### src/rtl/dsadc_serial_port.sv
module dsadc_serial_port #(
  parameter int          CONV_CYCLES = 200,
  parameter int          RES_W       = 24,
  parameter int          CFG_W       = 8,
  parameter int          WORD_W      = 32,
  parameter logic [7:0]  CFG_INIT    = 8'h00
) (
  input  logic             clk,
  input  logic             rst_n,
  input  logic             sck_i,
  input  logic             cs_n_i,
  input  logic             sdi_i,
  input  logic [RES_W-1:0] result_i,
  output logic             sdo_o,
  output logic             sdo_oe_o,
  output logic [CFG_W-1:0] cfg_o,
  output logic             ext_mode_o
);
  localparam int CNT_W = $clog2(CONV_CYCLES);
  localparam int BC_W  = $clog2(WORD_W);
  localparam int RC_W  = $clog2(CFG_W + 1);
  localparam int PAD_W = WORD_W - 2 - RES_W;

  localparam logic [2:0] S_INIT  = 3'd0;
  localparam logic [2:0] S_CONV  = 3'd1;
  localparam logic [2:0] S_READY = 3'd2;
  localparam logic [2:0] S_OUT   = 3'd3;
  localparam logic [2:0] S_IDLE  = 3'd4;

  logic [2:0]        sck_s, cs_s;
  logic [1:0]        sdi_s;
  logic [2:0]        st;
  logic [1:0]        ini;
  logic [CNT_W-1:0]  cnt;
  logic [WORD_W-1:0] shreg;
  logic [BC_W-1:0]   bcnt;
  logic [RC_W-1:0]   rcnt;
  logic [CFG_W-1:0]  cfg_sh;

  wire sel      = ~cs_s[1];
  wire sck_rise = sel & sck_s[1] & ~sck_s[2];
  wire sck_fall = sel & ~sck_s[1] & sck_s[2];
  wire cs_rise  = cs_s[1] & ~cs_s[2];
  wire take_bit = sck_rise & (rcnt < RC_W'(CFG_W));
  wire [CFG_W-1:0] cfg_nxt = {cfg_sh[CFG_W-2:0], sdi_s[1]};

  assign sdo_oe_o = ext_mode_o & sel & (st != S_INIT);
  assign sdo_o    = (st == S_CONV) ? 1'b1 : shreg[WORD_W-1];

  always_ff @(posedge clk or negedge rst_n) begin
    if (!rst_n) begin
      sck_s      <= '0;
      cs_s       <= '1;
      sdi_s      <= '0;
      st         <= S_INIT;
      ini        <= '0;
      ext_mode_o <= 1'b0;
      cnt        <= '0;
      shreg      <= '0;
      bcnt       <= '0;
      rcnt       <= '0;
      cfg_sh     <= '0;
      cfg_o      <= CFG_INIT;
    end else begin
      sck_s <= {sck_s[1:0], sck_i};
      cs_s  <= {cs_s[1:0], cs_n_i};
      sdi_s <= {sdi_s[0], sdi_i};
      if ((st == S_READY || st == S_OUT) && take_bit) begin
        cfg_sh <= cfg_nxt;
        rcnt   <= rcnt + 1'b1;
        if (rcnt == RC_W'(CFG_W - 1)) cfg_o <= cfg_nxt;
      end
      case (st)
        S_INIT: begin
          ini <= ini + 1'b1;
          if (ini == 2'd3) begin
            ext_mode_o <= ~sck_s[1];
            st         <= sck_s[1] ? S_IDLE : S_CONV;
            cnt        <= '0;
          end
        end
        S_CONV: begin
          if (cnt == CNT_W'(CONV_CYCLES - 1)) begin
            st    <= S_READY;
            shreg <= {2'b00, result_i, {PAD_W{1'b0}}};
            bcnt  <= '0;
            rcnt  <= '0;
          end else begin
            cnt <= cnt + 1'b1;
          end
        end
        S_READY: if (sck_rise) st <= S_OUT;
        S_OUT: begin
          if (cs_rise) begin
            st  <= S_CONV;
            cnt <= '0;
          end else if (sck_fall) begin
            shreg <= {shreg[WORD_W-2:0], 1'b0};
            bcnt  <= bcnt + 1'b1;
            if (bcnt == BC_W'(WORD_W - 1)) begin
              st  <= S_CONV;
              cnt <= '0;
            end
          end
        end
        default: st <= S_IDLE;
      endcase
    end
  end
endmodule

### config.mk
export PLATFORM = sky130hd
export DESIGN_NAME = dsadc_serial_port
export DESIGN_NICKNAME = d
export VERILOG_FILES = /design/src/rtl/dsadc_serial_port.sv
export SDC_FILE = /design/constraint.sdc
export NUM_CORES = 1
export LEC_CHECK = 0
export ABC_CLOCK_PERIOD_IN_PS = 5600
export CAP_MARGIN = 25
export CORE_MARGIN = 2
export CORE_UTILIZATION = 60
export CTS_BUF_LIST = sky130_fd_sc_hd__clkbuf_8
export CTS_CLUSTER_DIAMETER = 30
export DETAILED_ROUTE_END_ITERATION = 8
export PLACE_DENSITY = 0.85
export SLEW_MARGIN = 10
export SYNTH_ARGS = -nofsm -noshare
export SYNTH_HDL_FRONTEND = slang
export SYNTH_SLANG_ARGS = --single-unit
### constraint.sdc
create_clock -name clk -period 5.6 [get_ports clk]
set_input_delay 1.12 -clock clk [delete_from_list [all_inputs] [get_ports clk]]
set_output_delay 1.12 -clock clk [all_outputs]
set_load 0.1 [all_outputs]
==> results summary <==
The flow ran to the end, and the final reports show no timing, DRC or antenna violations. Setup violations remaining at the end of the flow were counted as 0. Of the total synthesized cell area, the portion taken by AND, OR, NAND and NOR gates is 0.128. The total number of clock tree sinks is 72. The final clock period utilization by the worst path is 0.695.

The most repeated cell in the gate-level netlist after synthesis is sky130_fd_sc_hd__dfrtp_1. Of the synthesized area, sequential elements account for 0.553. The power density relative to cell area came out at 308 nW/um^2. The post-synthesis cell type with the largest combined area is sky130_fd_sc_hd__dfrtp_1. The number of antenna violations at the first check in global routing is 0. The pin count of the biggest net entering global routing came out at 73. The number of nets with antenna violations after detailed routing came out at 0.

The worst clock skew came out at around 7.6 ps. The count of hold buffers inserted by post-cts repair came out at 0. The post-synthesis cell area is between 3000 and 4000 um^2. The CTS clock-pin slew for the worst setup and hold paths is ~80 ps. The final HPWL from detailed placement came out at around 4 mm. The total number of placement rows came out at 26. The placeable core region is about 5200 um^2.

The compound-cell area share of the yosys netlist came out at 0.154. The port buffer count is 39. After detailed routing, the number of remaining DRC violations is 0. The reg-to-reg setup timing slack came out at ~3000 ps.

After filler insertion, the fill cell instance count of the layout stands at 338. The multiplexer area fraction after synthesis is 0.111. The share of Yosys cell area claimed by the top area cell type is 0.529. The combined global-route utilization of all metal layers came out at 0.226. The final weighted congestion in routability-driven placement is 0.814. The clock latency reported for the late side of the worst-skew pair is approximately 340 ps.

The first global-routing pass estimated around 11 mm of wire. The post-layout instance area is 3960 um^2. The floorplan step set the die height to a little under 80 um. The initial standard-cell utilization of the core came out at 0.632. The number of max-cap violations is 0. After detailed routing, the total wire length is 6.29 mm. The count of pins over their slew limit came out at 0.

In this run the mean area of a mapped cell was roughly 11 um^2. The number of buffers on the longest clock path is 2. The share of synthesized cell area in full adder, half adder and majority cells came out at 0.0191. The worst flop-to-flop path startpoint is st[1]. The final route contains about 2400 vias. The end of the worst register-to-register path is shreg[13].

The number of synthesized flops with an enable pin is 0. The number of register bits inferred by synthesis came out at between 70 and 80. The number of nets in the synthesized netlist is 328. The count of synthesis-stage warnings from yosys came out at 0. Setup repair after global routing left no endpoint under its margin. By area the synthesized netlist is led by sky130_fd_sc_hd__dfrtp_1 53%, sky130_fd_sc_hd__a21oi_1 8.3%, sky130_fd_sc_hd__mux2i_1 7.7%.

The commonest cells after synthesis are 69 x sky130_fd_sc_hd__dfrtp_1, 54 x sky130_fd_sc_hd__a21oi_1, 28 x sky130_fd_sc_hd__nand2_1. The post-CTS setup-driven buffer insertion count is 0. The path with the worst hold slack has its endpoint at sck_s[1]. The number of violations reported at the end of detailed-routing iteration 0 came out at between 100 and 150. The remaining global-route overflow came out at 0. For the worst setup path, the data required time is approximately 4500 ps.

The normalized max-slew margin is 0.348. The total negative setup slack came out at 0 ps. For the pin with the worst max-slew slack, the measured transition is 975 ps. The root cell of the clock tree is sky130_fd_sc_hd__clkbuf_8.

Power comes to 1.22 mW. The final antenna diode count is 0. The area growth from synthesis to layout is 21.3%. The first-pass detailed-route iteration total is 4. The critical path data arrival time came out at about 2800 ps. Counting every instance in the synthesized netlist gives between 200 and 300. The critical path is of the reg -> out type. The worst setup path is captured at a primary output. The top-level port count is 40. Of the total synthesized cell area, the portion taken by XOR and XNOR cells is 0.00804. The layout cell share with drive strength beyond 1 is 0.0979. Counting flops with an async set or reset pin after synthesis yields a share of 1.00. The die footprint came out at 6050 um^2.

The placed instances occupy a cell area of around 3700 um^2. The number of vias per cell is approximately 5.8. The leading register cell type out of synthesis is sky130_fd_sc_hd__dfrtp_1. In the final design database the tool counted 366 nets. The final count of hold timing violations was 0.

VDD sags by at most approximately 0.23 mV. The post-cts sizing count came out at 0. The number of buffers created by CTS came out at 9. The number of unique standard cell types used by synthesis is 50.

The shortest period the worst path allows came out at 3890 ps. The horizontal die dimension is around 78 um. TritonCTS built the clock tree.

The routed length per placed instance came out at between 15 and 20 um. The worst hold path begins at sck_s[0]. The number of global-route vias before repair came to 2273.

The maximum clock frequency is between 0.2 and 0.3 GHz. The length in cells of the worst reg-to-reg path came out at 5. The H-tree was split into 3 levels. In this run the static leakage power is about 1.8 nW. The worst setup path is launched from a register. Along the worst hold path, the cell count comes to 0. The worst slack on hold paths came out at around 350 ps. Along the worst path, the maximum fanout reaches 15. The worst hold path belongs to the class reg -> reg.

By area, the combinational part of the netlist is dominated by compound AO/OA/AOI/OAI gates.
state kept, by name, indices dropped and copies added, names as in the netlist:
register,cells
st,3
cs_s,3
cfg_sh,7
sdi_s,2
ext_mode_o,1
sck_s,3
rcnt,4
bcnt,5
shreg,26
cfg_o,8
cnt,8
ini,2
stage by stage:
| stage | setup slack [ps] | util | instances |
|---|---|---|---|
| after floorplan | 1260 | - | 294 |
| after global placement | 2100 | 0.714 | 391 |
| after detailed placement | 2080 | 0.714 | 391 |
| after CTS | 1700 | 0.766 | 407 |
| after global routing | 1630 | 0.766 | 407 |
| final | 1710 | 0.766 | 407 |
metal layers:
layer | track usage | share of wire
met5 | 0 | 0
met4 | 0.0857 | 0.019
met3 | 0.0407 | 0.035
met2 | 0.368 | 0.49
met1 | 0.304 | 0.46
cell families after synthesis:
logic type / after synthesis
simple gates: 78
fa+ha+maj: 5
mux: 35
buf+inv: 19
xor+xnor: 3
flops: 72
compound gates: 82
power breakdown:
group	total (mW)	leakage, nW	internal (mW)	switching (mW)
logic	0.126	0.850	0.0480	0.0776
registers	0.551	0.852	0.538	0.0129
clock network	0.545	0.134	0.352	0.193
total	1.22	1.84	0.938	0.283
cell usage in the layout, fill, tap and decap left out, types with 2 or more instances in the layout:
cell type | netlist | routed
sky130_fd_sc_hd__dfrtp_1 | 69 | 69
sky130_fd_sc_hd__a21oi_1 | 54 | 54
sky130_fd_sc_hd__clkdlybuf4s50_1 | 0 | 38
sky130_fd_sc_hd__nand2_1 | 28 | 28
sky130_fd_sc_hd__mux2i_1 | 25 | 25
sky130_fd_sc_hd__nor2_1 | 11 | 11
sky130_fd_sc_hd__clkbuf_8 | 0 | 10
sky130_fd_sc_hd__mux2_1 | 8 | 8
sky130_fd_sc_hd__a22o_1 | 6 | 6
sky130_fd_sc_hd__and3_1 | 5 | 5
sky130_fd_sc_hd__nor3_1 | 5 | 5
sky130_fd_sc_hd__ha_1 | 5 | 5
sky130_fd_sc_hd__inv_1 | 3 | 4
sky130_fd_sc_hd__nand2b_1 | 4 | 4
sky130_fd_sc_hd__and2_1 | 4 | 4
sky130_fd_sc_hd__o21ai_0 | 4 | 4
sky130_fd_sc_hd__o31ai_1 | 4 | 4
sky130_fd_sc_hd__bufinv_16 | 0 | 4
sky130_fd_sc_hd__buf_4 | 2 | 4
sky130_fd_sc_hd__nand4_1 | 3 | 3
sky130_fd_sc_hd__dfstp_2 | 3 | 3
sky130_fd_sc_hd__or3_1 | 2 | 2
sky130_fd_sc_hd__xor2_1 | 2 | 2
sky130_fd_sc_hd__nor2b_1 | 2 | 2
sky130_fd_sc_hd__a211o_1 | 2 | 2
sky130_fd_sc_hd__mux2_2 | 2 | 2
sky130_fd_sc_hd__a221o_1 | 2 | 2
sky130_fd_sc_hd__nand3_1 | 2 | 2
final cells by class:
class	count	area [um^2]	share of cell area
clock buffer	10	138	0.0347
clock inverter	6	131	0.0332
inverter	3	11.3	0.00284
multi-input combinational	203	1370	0.347
sequential	72	1810	0.456
tap	70	87.6	0.0221
timing repair buffer	43	415	0.105
worst max path at each step:
stage                    start  endpoint
finish                   st[1]     sdo_o
global route             st[1]     sdo_o
CTS                      st[1]     sdo_o
detailed placement       st[1]     sdo_o
global placement         st[1]     sdo_o
floorplan           ext_mode_o  sdo_oe_o
critical path: stages (launching register included):
cell and delay [ps]:
sky130_fd_sc_hd__dfrtp_1 550, sky130_fd_sc_hd__or3b_2 640, sky130_fd_sc_hd__nand2b_1 110, sky130_fd_sc_hd__clkdlybuf4s50_1 1130
Note: power is estimated with default switching activity, not from simulation.
